### src/rtl/spi_rf_pkg.sv
package spi_rf_pkg;

  // register index = byte address bits 4:2
  localparam int unsigned IDX_RXD  = 0;
  localparam int unsigned IDX_TXD  = 1;
  localparam int unsigned IDX_CTRL = 2;
  localparam int unsigned IDX_IEN  = 3;
  localparam int unsigned IDX_DMA  = 4;
  localparam int unsigned IDX_STAT = 5;
  localparam int unsigned IDX_PER  = 6;
  localparam int unsigned IDX_TEST = 7;

  // status / enable bit positions
  localparam int unsigned ST_TXEMPTY = 0;
  localparam int unsigned ST_TXHALF  = 1;
  localparam int unsigned ST_TXFULL  = 2;
  localparam int unsigned ST_RXRDY   = 3;
  localparam int unsigned ST_RXHALF  = 4;
  localparam int unsigned ST_RXFULL  = 5;
  localparam int unsigned ST_RXOVF   = 6;
  localparam int unsigned ST_DONE    = 7;

  // test register fields
  localparam int unsigned TST_TXCNT_LSB = 0;
  localparam int unsigned TST_RXCNT_LSB = 5;
  localparam int unsigned TST_CNT_W     = 5;
  localparam int unsigned TST_TXFLUSH   = 22;
  localparam int unsigned TST_RXFLUSH   = 23;

  localparam int unsigned PERIOD_W = 15;

  function automatic logic level_at_least(input int unsigned cnt, input int unsigned lim);
    return cnt >= lim;
  endfunction

  // six live level flags from the two occupancies
  function automatic logic [5:0] level_flags(input int unsigned tx_cnt,
                                             input int unsigned rx_cnt,
                                             input int unsigned depth);
    logic [5:0] f;
    f[ST_TXEMPTY] = (tx_cnt == 0);
    f[ST_TXHALF]  = level_at_least(tx_cnt, depth / 2);
    f[ST_TXFULL]  = level_at_least(tx_cnt, depth);
    f[ST_RXRDY]   = level_at_least(rx_cnt, 1);
    f[ST_RXHALF]  = level_at_least(rx_cnt, depth / 2);
    f[ST_RXFULL]  = level_at_least(rx_cnt, depth);
    return f;
  endfunction

endpackage

### src/rtl/spi_rf_fifo.sv
module spi_rf_fifo #(
  parameter int unsigned WIDTH = 32,
  parameter int unsigned DEPTH = 16,
  localparam int unsigned AW = $clog2(DEPTH),
  localparam int unsigned CW = AW + 1
) (
  input  logic             clk,
  input  logic             rst_n,
  input  logic             flush,
  input  logic             push,
  input  logic [WIDTH-1:0] push_data,
  input  logic             pop,
  output logic [WIDTH-1:0] head,
  output logic [CW-1:0]    count,
  output logic             push_drop
);

  localparam logic [CW-1:0] FULL_CNT = CW'(DEPTH);

  logic [WIDTH-1:0] mem [DEPTH];
  logic [AW-1:0]    wptr, rptr;
  logic             push_ok, pop_ok;

  assign push_ok   = push && (count != FULL_CNT);
  assign pop_ok    = pop && (count != '0);
  assign push_drop = push && (count == FULL_CNT);
  assign head      = mem[rptr];

  always_ff @(posedge clk) begin
    if (push_ok && !flush) mem[wptr] <= push_data;
  end

  always_ff @(posedge clk or negedge rst_n) begin
    if (!rst_n) begin
      wptr  <= '0;
      rptr  <= '0;
      count <= '0;
    end else if (flush) begin
      wptr  <= '0;
      rptr  <= '0;
      count <= '0;
    end else begin
      if (push_ok) wptr <= wptr + 1'b1;
      if (pop_ok)  rptr <= rptr + 1'b1;
      count <= count + CW'(push_ok) - CW'(pop_ok);
    end
  end

endmodule

### src/rtl/spi_rf_stat.sv
module spi_rf_stat
  import spi_rf_pkg::*;
#(
  parameter int unsigned DEPTH = 16,
  localparam int unsigned CW = $clog2(DEPTH) + 1
) (
  input  logic          clk,
  input  logic          rst_n,
  input  logic [CW-1:0] tx_cnt,
  input  logic [CW-1:0] rx_cnt,
  input  logic          rx_drop,
  input  logic          done_pulse,
  input  logic [7:0]    w1c,
  input  logic          rx_flush,
  input  logic [7:0]    ien,
  output logic [7:0]    status,
  output logic          irq
);

  logic ovf_q, done_q;

  always_ff @(posedge clk or negedge rst_n) begin
    if (!rst_n) begin
      ovf_q  <= 1'b0;
      done_q <= 1'b0;
    end else begin
      if (rx_drop)                          ovf_q <= 1'b1;
      else if (w1c[ST_RXOVF] || rx_flush)   ovf_q <= 1'b0;
      if (done_pulse)                       done_q <= 1'b1;
      else if (w1c[ST_DONE])                done_q <= 1'b0;
    end
  end

  always_comb begin
    status[5:0]       = level_flags(32'(tx_cnt), 32'(rx_cnt), DEPTH);
    status[ST_RXOVF]  = ovf_q;
    status[ST_DONE]   = done_q;
  end

  assign irq = |(status & ien);

endmodule

### src/rtl/spi_regfront.sv
module spi_regfront
  import spi_rf_pkg::*;
#(
  parameter int unsigned DEPTH = 16,
  localparam int unsigned DW = 32,
  localparam int unsigned CW = $clog2(DEPTH) + 1
) (
  input  logic                clk,
  input  logic                rst_n,
  input  logic                bus_sel,
  input  logic                bus_wr,
  input  logic                bus_rd,
  input  logic [4:0]          bus_addr,
  input  logic [DW-1:0]       bus_wdata,
  output logic [DW-1:0]       bus_rdata,
  output logic [DW-1:0]       eng_tx_data,
  output logic                eng_tx_valid,
  input  logic                eng_tx_pop,
  input  logic                eng_rx_push,
  input  logic [DW-1:0]       eng_rx_data,
  input  logic                eng_done,
  output logic [DW-1:0]       ctrl_o,
  output logic [PERIOD_W-1:0] period_o,
  output logic                irq
);

  // named internal events (observed by the checker)
  logic          wr_en, rd_en;
  logic [2:0]    idx;
  logic          tx_wr_evt, rx_rd_evt, tx_flush, rx_flush;
  logic [7:0]    stat_w1c;
  logic [CW-1:0] tx_cnt, rx_cnt;
  logic [DW-1:0] rx_head;
  logic          tx_drop_unused, rx_drop;
  logic [7:0]    status, ien_q;
  logic [DW-1:0] ctrl_q;
  logic [PERIOD_W-1:0] period_q;

  assign idx       = bus_addr[4:2];
  assign wr_en     = bus_sel && bus_wr;
  assign rd_en     = bus_sel && bus_rd;
  assign tx_wr_evt = wr_en && (idx == 3'(IDX_TXD));
  assign rx_rd_evt = rd_en && (idx == 3'(IDX_RXD));
  assign tx_flush  = wr_en && (idx == 3'(IDX_TEST)) && bus_wdata[TST_TXFLUSH];
  assign rx_flush  = wr_en && (idx == 3'(IDX_TEST)) && bus_wdata[TST_RXFLUSH];
  assign stat_w1c  = (wr_en && (idx == 3'(IDX_STAT))) ? bus_wdata[7:0] : 8'h00;

  spi_rf_fifo #(.WIDTH(DW), .DEPTH(DEPTH)) u_txq (
    .clk       (clk),
    .rst_n     (rst_n),
    .flush     (tx_flush),
    .push      (tx_wr_evt),
    .push_data (bus_wdata),
    .pop       (eng_tx_pop),
    .head      (eng_tx_data),
    .count     (tx_cnt),
    .push_drop (tx_drop_unused)
  );

  spi_rf_fifo #(.WIDTH(DW), .DEPTH(DEPTH)) u_rxq (
    .clk       (clk),
    .rst_n     (rst_n),
    .flush     (rx_flush),
    .push      (eng_rx_push),
    .push_data (eng_rx_data),
    .pop       (rx_rd_evt),
    .head      (rx_head),
    .count     (rx_cnt),
    .push_drop (rx_drop)
  );

  assign eng_tx_valid = (tx_cnt != '0);

  spi_rf_stat #(.DEPTH(DEPTH)) u_stat (
    .clk        (clk),
    .rst_n      (rst_n),
    .tx_cnt     (tx_cnt),
    .rx_cnt     (rx_cnt),
    .rx_drop    (rx_drop),
    .done_pulse (eng_done),
    .w1c        (stat_w1c),
    .rx_flush   (rx_flush),
    .ien        (ien_q),
    .status     (status),
    .irq        (irq)
  );

  always_ff @(posedge clk or negedge rst_n) begin
    if (!rst_n) begin
      ctrl_q   <= '0;
      ien_q    <= '0;
      period_q <= '0;
    end else if (wr_en) begin
      if (idx == 3'(IDX_CTRL)) ctrl_q   <= bus_wdata;
      if (idx == 3'(IDX_IEN))  ien_q    <= bus_wdata[7:0];
      if (idx == 3'(IDX_PER))  period_q <= bus_wdata[PERIOD_W-1:0];
    end
  end

  assign ctrl_o   = ctrl_q;
  assign period_o = period_q;

  always_comb begin
    bus_rdata = '0;
    if (rd_en) begin
      unique case (idx)
        3'(IDX_RXD):  bus_rdata = (rx_cnt != '0) ? rx_head : '0;
        3'(IDX_CTRL): bus_rdata = ctrl_q;
        3'(IDX_IEN):  bus_rdata = {24'h0, ien_q};
        3'(IDX_STAT): bus_rdata = {24'h0, status};
        3'(IDX_PER):  bus_rdata = DW'(period_q);
        3'(IDX_TEST): begin
          bus_rdata[TST_TXCNT_LSB +: TST_CNT_W] = TST_CNT_W'(tx_cnt);
          bus_rdata[TST_RXCNT_LSB +: TST_CNT_W] = TST_CNT_W'(rx_cnt);
        end
        default:      bus_rdata = '0;
      endcase
    end
  end

endmodule

### config.mk
export PLATFORM = sky130hd
export DESIGN_NAME = spi_regfront
export DESIGN_NICKNAME = d
export VERILOG_FILES = /design/src/rtl/spi_rf_pkg.sv /design/src/rtl/spi_rf_fifo.sv /design/src/rtl/spi_rf_stat.sv /design/src/rtl/spi_regfront.sv
export SDC_FILE = /design/constraint.sdc
export NUM_CORES = 1
export LEC_CHECK = 0
export BUFFER_PORTS_ARGS = -buffer_cell sky130_fd_sc_hd__buf_2
export CORE_MARGIN = 5
export CORE_UTILIZATION = 65
export DETAILED_ROUTE_END_ITERATION = 10
export PLACE_DENSITY = 0.83
export SLEW_MARGIN = 20
export SYNTH_ARGS = -nofsm -noshare
export SYNTH_HDL_FRONTEND = slang
export SYNTH_SLANG_ARGS = --single-unit
### constraint.sdc
create_clock -name clk -period 10.52 [get_ports clk]
set_input_delay 0.526 -clock clk [delete_from_list [all_inputs] [get_ports clk]]
set_output_delay 0.526 -clock clk [all_outputs]
set_load 0.01 [all_outputs]
Yosys cells after proc, flatten, opt, wreduce, memory -nomap -nowiden
Memories as Yosys holds them, arrays and structs flattened.
Cells that the tools add are included.
Word-level totals
  word-level logic and storage cells: 91
  memories kept: 2
  output and inout port bits: 113
  input port bits: 77
  RAM bits: 1024
  memory bits (read-only): 0
  latch bits: 0
  bits in registers: 83
Cells by class
  shifts and indexed selects: 0
  multiplexer cells: 23
  add/subtract/negate cells: 8
  $mul: 0
  eq/ne operators: 9
  bitwise gates (word level): 1
  magnitude comparators: 5
  div/mod/pow operators: 0
  reductions and logical operators: 32
Memories
  u_rxq.mem: depth 16, width 32, rd ports 1, clocked after memory_dff 0, write ports 1, RTL line spi_rf_fifo.sv:20  | logic [WIDTH-1:0] mem [DEPTH];
  u_txq.mem: depth 16, width 32, rd ports 1, clocked after memory_dff 0, write ports 1, RTL line spi_rf_fifo.sv:20
Operator list (count)
  case mux 22 bit (3 select lines): 1
  two-way mux 32 bit: 2
  case mux 10 bit (6 select lines): 1
  two-way mux 4 bit: 8
  adder 4 x 1 -> 4 bit, second input constant: 4
  logical AND 1 bit: 15
  nonzero test 2 bit: 6
  adder 5 x 1 -> 5 bit: 2
  greater-or-equal comparator 5 x 4 -> 1 bit, second input constant: 2
  greater-or-equal comparator 5 bit, second input constant: 2
  two-way mux 5 bit: 2
  != test 5 bit, second input constant: 2
  nonzero test 5 bit: 2
  subtractor 5 x 1 -> 5 bit: 2
  equality test 3 bit, second input constant: 3
  bitwise AND 8 bit: 1
  two-way mux 1 bit: 8
  two-way mux 8 bit: 1
  OR reduction 8 bit: 1
  equality test 3 x 2 -> 1 bit, second input constant: 2
  AND reduction 2 bit: 3
  equality test 5 bit, second input constant: 1
  greater-or-equal comparator 5 x 1 -> 1 bit, second input constant: 1
  logical NOT 5 bit: 1
  other kinds (4): 5

Depth between registers and ports, before layout
  word-level depth: 7
  depth in mapped cells: 15
  mapped depth without buffers: 15

Hierarchy
Synthesis repeated with hierarchy kept, for this count alone.
Second synthesis, totals
  cell total of the unflattened synthesis: 2085
  area, all modules: 43354.1 um^2
Modules (own cells, without submodules)
  spi_rf_fifo: instances 2, seq. area each 15700.1 um^2, cells an instance 892, area each 20040.5 um^2
  spi_regfront: instances 1, seq. area each 1376.3 um^2, cells an instance 278, area each 3084.2 um^2
  spi_rf_stat: instances 1, seq. area each 50.0 um^2, cells an instance 23, area each 188.9 um^2

Least setup slack after synthesis
Ideal clock, no wire load.
  kind: input -> register
  start: input port bus_addr[3]
  end: memory u_txq.mem[3][0] (enable)
  buffers on the path: 2
  arrival: 4634 ps
  setup time: 501 ps
  slack: 5385 ps
  required time: 10019 ps
  stages on the path: 5
  cells stage by stage: clkbuf_1 nand2b_1 or4_1 clkbuf_1 nor4_1
Between the ends
  cells in the longest elaborated chain, start to end: 7
  elaborated cells on any way between the ends: 10
  classes of those cells: eq/ne: 2; mux: 2; reduce/logical: 6
Ends and longest elaborated chain
  from (decl): RTL line spi_regfront.sv:13  | input logic [4:0] bus_addr,
  equality test 3 bit: RTL line spi_regfront.sv:44  | assign tx_flush = wr_en && (idx == 3'(IDX_TEST)) && bus_wdata[TST_TXFLUSH];
  logical AND 1 bit (2 in series): RTL line spi_regfront.sv:44
  logical NOT 1 bit: RTL line spi_rf_fifo.sv:30  | if (push_ok && !flush) mem[wptr] <= push_data;
  logical AND 1 bit (*): RTL line spi_rf_fifo.sv:30
  two-way mux 1 bit (*): RTL line spi_rf_fifo.sv:30
  two-way mux 1 bit (implied by the code) (*): RTL line spi_rf_fifo.sv:30
  to (decl): RTL line spi_rf_fifo.sv:20
Mark *: on every way between the ends. The rest lies on a longest branch, timed or not.

Worst setup path in the final report
  start: register u_rxq.rptr[0]
  end: output port bus_rdata[4]
Between the ends
  cells in the longest elaborated chain, start to end: 4
Ends and longest elaborated chain
  from (decl): RTL line spi_rf_fifo.sv:21  | logic [AW-1:0] wptr, rptr;
  from (signal assigned): RTL line spi_rf_fifo.sv:44  | if (pop_ok) rptr <= rptr + 1'b1;
  memory read (16 x 32 bit)
  two-way mux 32 bit: RTL line spi_regfront.sv:107  | 3'(IDX_RXD): bus_rdata = (rx_cnt != '0) ? rx_head : '0;
  case mux 10 bit (6 select lines): RTL line spi_regfront.sv:106  | unique case (idx)
  two-way mux 32 bit: RTL line spi_regfront.sv:105  | if (rd_en) begin
  to (decl): RTL line spi_regfront.sv:15  | output logic [DW-1:0] bus_rdata,
No other way between the ends.

==> flow_metrics.tcl <==
set metrics [dict create \
    setup.worst_path.end_class "primary output" \
    max-vdd-ir-drop_uv 176 \
    setup_viol 0 \
    coreArea_sq_um 66000 \
    worst_slew_margin_rel_pct 27.2 \
    mappedNetlistArea_sq_um 43400 \
    yosysUniqueCellTypes 56 \
    power.leakage_uw 0.0160 \
    finalCoreUtilization_pct 74.2 \
    cp.arrival_ns 3.96 \
    final_layout_size_suffix_gt1_share_pct 33.8 \
    drt-pass1-iter-count 5 \
    status "finished, final reports clean" \
    cts_repair_resize_count 0 \
    route.detailed.vias_per_inst 6.83 \
    ff2ff_path_depth 15 \
    post_drt_wl_per_cell_um 32.8 \
    setup_repair_after_global_routing_missed_its_margin "false" \
    critical_path_peak_fanout 57 \
    fmax_mhz 223 \
    number_of_instances_on_the_worst_hold_path 2 \
    avgSynthCellArea_sq_um 22.2 \
    cts_sinks 1107 \
    worst_hold_path.endpoint "u_stat.done_q" \
    synthFlopType "sky130_fd_sc_hd__edfxtp_1" \
    detail_route.drc_violations 0 \
    final.period_utilization_pct 42.6 \
    setup_skew_ns 0.0181 \
    seq_cells_post_synth 1107 \
    nets 2291 \
    grt_pass1_vias 22400 \
    r2r-end "u_txq.count[4]" \
    design_power_total_uw 12100 \
    clkTransAtPathRegs_ns 0.06 \
    syn-num-nets 2055 \
    tightestPinTransition_ns 1.09 \
    antenna_violations_before_repair 12 \
    chipWidth_um 268 \
    fillCellCount 3465 \
    grt_remaining_overflow 0 \
    cts_tree "done" \
    dieHeight_um 268 \
    cts_root_buf "sky130_fd_sc_hd__clkbuf_16" \
    worstSkewPairLatency_ns 0.68 \
    routed-via-count 21400 \
    postSynthCellCount 1950 \
    clock_path_buffers 3 \
    detailedRoute.firstIterationViolations 2662 \
    floorplan.rows 94 \
    dieArea_sq_um 72000 \
    worstSetupPathType "reg -> out" \
    grt_first_pass_wirelength_um 151000 \
    worst_setup_path_start_kind "flip-flop" \
    area_growth_syn_to_layout_pct 13.0 \
    period_minus_slack_ns 4.49 \
    crit_required_ns 9.99 \
    wirelength_um 103000 \
    initial_core_util_pct 65.7 \
    asyncSetResetFlopFracSynth_pct 7.50 \
    totalNegativeSetupSlack_ns 0 \
    final_hold_viol_count 0 \
    detail-route-antenna-nets 0 \
    port_buffers 187 \
    detailedPlacementHpwl_um 55800 \
    ios 190 \
    r2r_setup_slack_ns 6.93 \
    gr-usage-all-layers_pct 29.1 \
    synth.yosys.seq_area_share_pct 75.7 \
    maxSlewViolCount 0 \
    synth_enable_flop_cells 1024 \
    min-delay-start "eng_done" \
    cts_htree_levels 3 \
    regToRegStartpoint "u_txq.count[3]" \
    count_of_warnings_emitted_by_yosys 0 \
    cts_buffers 104 \
    drv.max_cap_violation_count 0 \
    grt_max_degree 73 \
    power.density_cell_area_nw_per_um2 247 \
    hold_path.class "in -> reg" \
    gp_routability_congestion 0.844 \
]
==> layout by cell type, fill, tap and decap left out, types with 11 or more instances in the layout <==
cell                        netlist  final
sky130_fd_sc_hd__mux4_2         291    291
sky130_fd_sc_hd__bufinv_16        0     12
sky130_fd_sc_hd__ha_1            26     26
sky130_fd_sc_hd__mux2_2          38     38
sky130_fd_sc_hd__nand2_1         36     36
sky130_fd_sc_hd__nand3_1         13     13
sky130_fd_sc_hd__edfxtp_1      1024   1024
sky130_fd_sc_hd__mux2_1          30     30
sky130_fd_sc_hd__o21ai_0         11     11
sky130_fd_sc_hd__inv_1           33     33
sky130_fd_sc_hd__dfrtp_1         83     76
sky130_fd_sc_hd__nor2_1          53     27
sky130_fd_sc_hd__clkinv_2         0     17
sky130_fd_sc_hd__buf_2           29    186
sky130_fd_sc_hd__clkbuf_16        0    104
sky130_fd_sc_hd__clkbuf_1        33     26
sky130_fd_sc_hd__mux2i_1         64     64
sky130_fd_sc_hd__a21oi_1         14     14
sky130_fd_sc_hd__buf_4            3     44
sky130_fd_sc_hd__o221ai_1        20     20
sky130_fd_sc_hd__nor2_4           0     25
==> registers in the layout, summed over array words and instances (netlist names) <==
| register | count |
|---|---|
| u_rxq.mem | 512 |
| u_txq.count | 5 |
| u_stat.done_q | 1 |
| u_rxq.wptr | 4 |
| u_stat.ovf_q | 1 |
| u_rxq.rptr | 4 |
| ctrl_o | 32 |
| period_o | 15 |
| u_txq.wptr | 4 |
| ien_q | 8 |
| u_txq.mem | 512 |
| u_rxq.count | 5 |
| u_txq.rptr | 4 |
==> report_power, final <==
group	internal, uW	switching [uW]	total, uW
Sequential	5120	398	5520
Clock	2190	1620	3800
Combinational	1430	1340	2770
Total	8740	3350	12100
==> worst max-delay path by stage <==
stage	cells past startpoint	end	start	slack [ns]
after CTS	5	bus_rdata[4]	u_rxq.rptr[0]	5.89
after global placement	5	bus_rdata[4]	u_rxq.rptr[0]	6.31
final	5	bus_rdata[4]	u_rxq.rptr[0]	6.03
after global routing	5	bus_rdata[4]	u_rxq.rptr[0]	5.70
after floorplan	5	u_txq.mem[3][0]	bus_addr[3]	5.38
after detailed placement	5	bus_rdata[4]	u_rxq.rptr[0]	6.66
==> layer usage <==
| layer | share of wire, % | vias up | GRT usage (%) |
|---|---|---|---|
| met5 | 0.064 | - | 0 |
| met4 | 3.4 | 10 | 9.43 |
| met3 | 8.9 | 237 | 5.80 |
| met2 | 53 | 1292 | 50.2 |
| met1 | 35 | 11300 | 38.1 |
| li1 | - | 8628 | - |
==> logic make-up (layout without fill, tap and decap cells) <==
group,Yosys count,after routing,synth area share (%)
flops,1107,1107,75.7
mux,423,423,18.4
simple gates,158,158,1.91
buf+inv,136,455,1.51
compound gates,80,80,1.30
fa+ha+maj,28,28,0.843
xor+xnor,18,18,0.364
other cells,0,8,0
==> cells in the mapped netlist (4+ instances only) <==
master                        n  area, sq um
sky130_fd_sc_hd__edfxtp_1  1024        30700
sky130_fd_sc_hd__mux4_2     291         6550
sky130_fd_sc_hd__dfrtp_1     83         2080
sky130_fd_sc_hd__mux2i_1     64          641
sky130_fd_sc_hd__nor2_1      53          199
sky130_fd_sc_hd__mux2_2      38          428
sky130_fd_sc_hd__nand2_1     36          135
sky130_fd_sc_hd__clkbuf_1    33          124
sky130_fd_sc_hd__inv_1       33          124
sky130_fd_sc_hd__mux2_1      30          338
sky130_fd_sc_hd__buf_2       29          145
sky130_fd_sc_hd__ha_1        26          325
sky130_fd_sc_hd__buf_1       25         93.8
sky130_fd_sc_hd__o221ai_1    20          175
sky130_fd_sc_hd__a21oi_1     14         70.1
sky130_fd_sc_hd__buf_6       13          146
sky130_fd_sc_hd__nand3_1     13         65.1
sky130_fd_sc_hd__o21ai_0     11         55.1
sky130_fd_sc_hd__nor4_1      10         62.6
sky130_fd_sc_hd__a22oi_1      9         67.6
sky130_fd_sc_hd__xnor2_1      9         78.8
sky130_fd_sc_hd__xor2_1       9         78.8
sky130_fd_sc_hd__nand3b_1     8         60.1
sky130_fd_sc_hd__o21ai_1      5         25.0
sky130_fd_sc_hd__o22a_1       5         43.8
sky130_fd_sc_hd__nand4_1      4         25.0
sky130_fd_sc_hd__or3b_2       4         35.0
==> critical path, stage by stage, from the launching register on <==
cell and delay, ns:
sky130_fd_sc_hd__dfrtp_4 1.04, sky130_fd_sc_hd__buf_6 0.71, sky130_fd_sc_hd__mux4_2 0.64, sky130_fd_sc_hd__mux2i_1 0.36, sky130_fd_sc_hd__o221ai_1 0.26, sky130_fd_sc_hd__buf_2 0.23
==> timing repair <==
| item | CTS | global route |
|---|---|---|
| endpoints found under the hold margin | 19 | 0 |
| hold buffers | 1 | 0 |
| buffers inserted | 0 | 0 |
==> cell type report <==
class                           instances  area [sq um]  share of cell area, %
Sequential cell                      1107         32800                   67.1
Multi-Input combinational cell        707         10100                   20.7
Clock buffer                          139          2820                   5.77
Timing Repair Buffer                  233          1300                   2.66
Tap cell                              864          1080                   2.21
Clock inverter                         50           656                   1.34
Inverter                               33           124                  0.253
Antenna cell                            8          20.0                 0.0409
==> through the flow <==
step	instances	setup WS, ns	hold WS [ns]	area [sq um]
after floorplan	1950	5.38	0.230	43400
after global placement	2942	6.31	0.411	45400
after detailed placement	2942	6.66	0.419	45400
after CTS	3132	5.89	0.0331	48900
after global routing	3134	5.70	0.0385	49000
final	3141	6.03	0.0645	49000
Note: power is estimated with default switching activity, not from simulation.
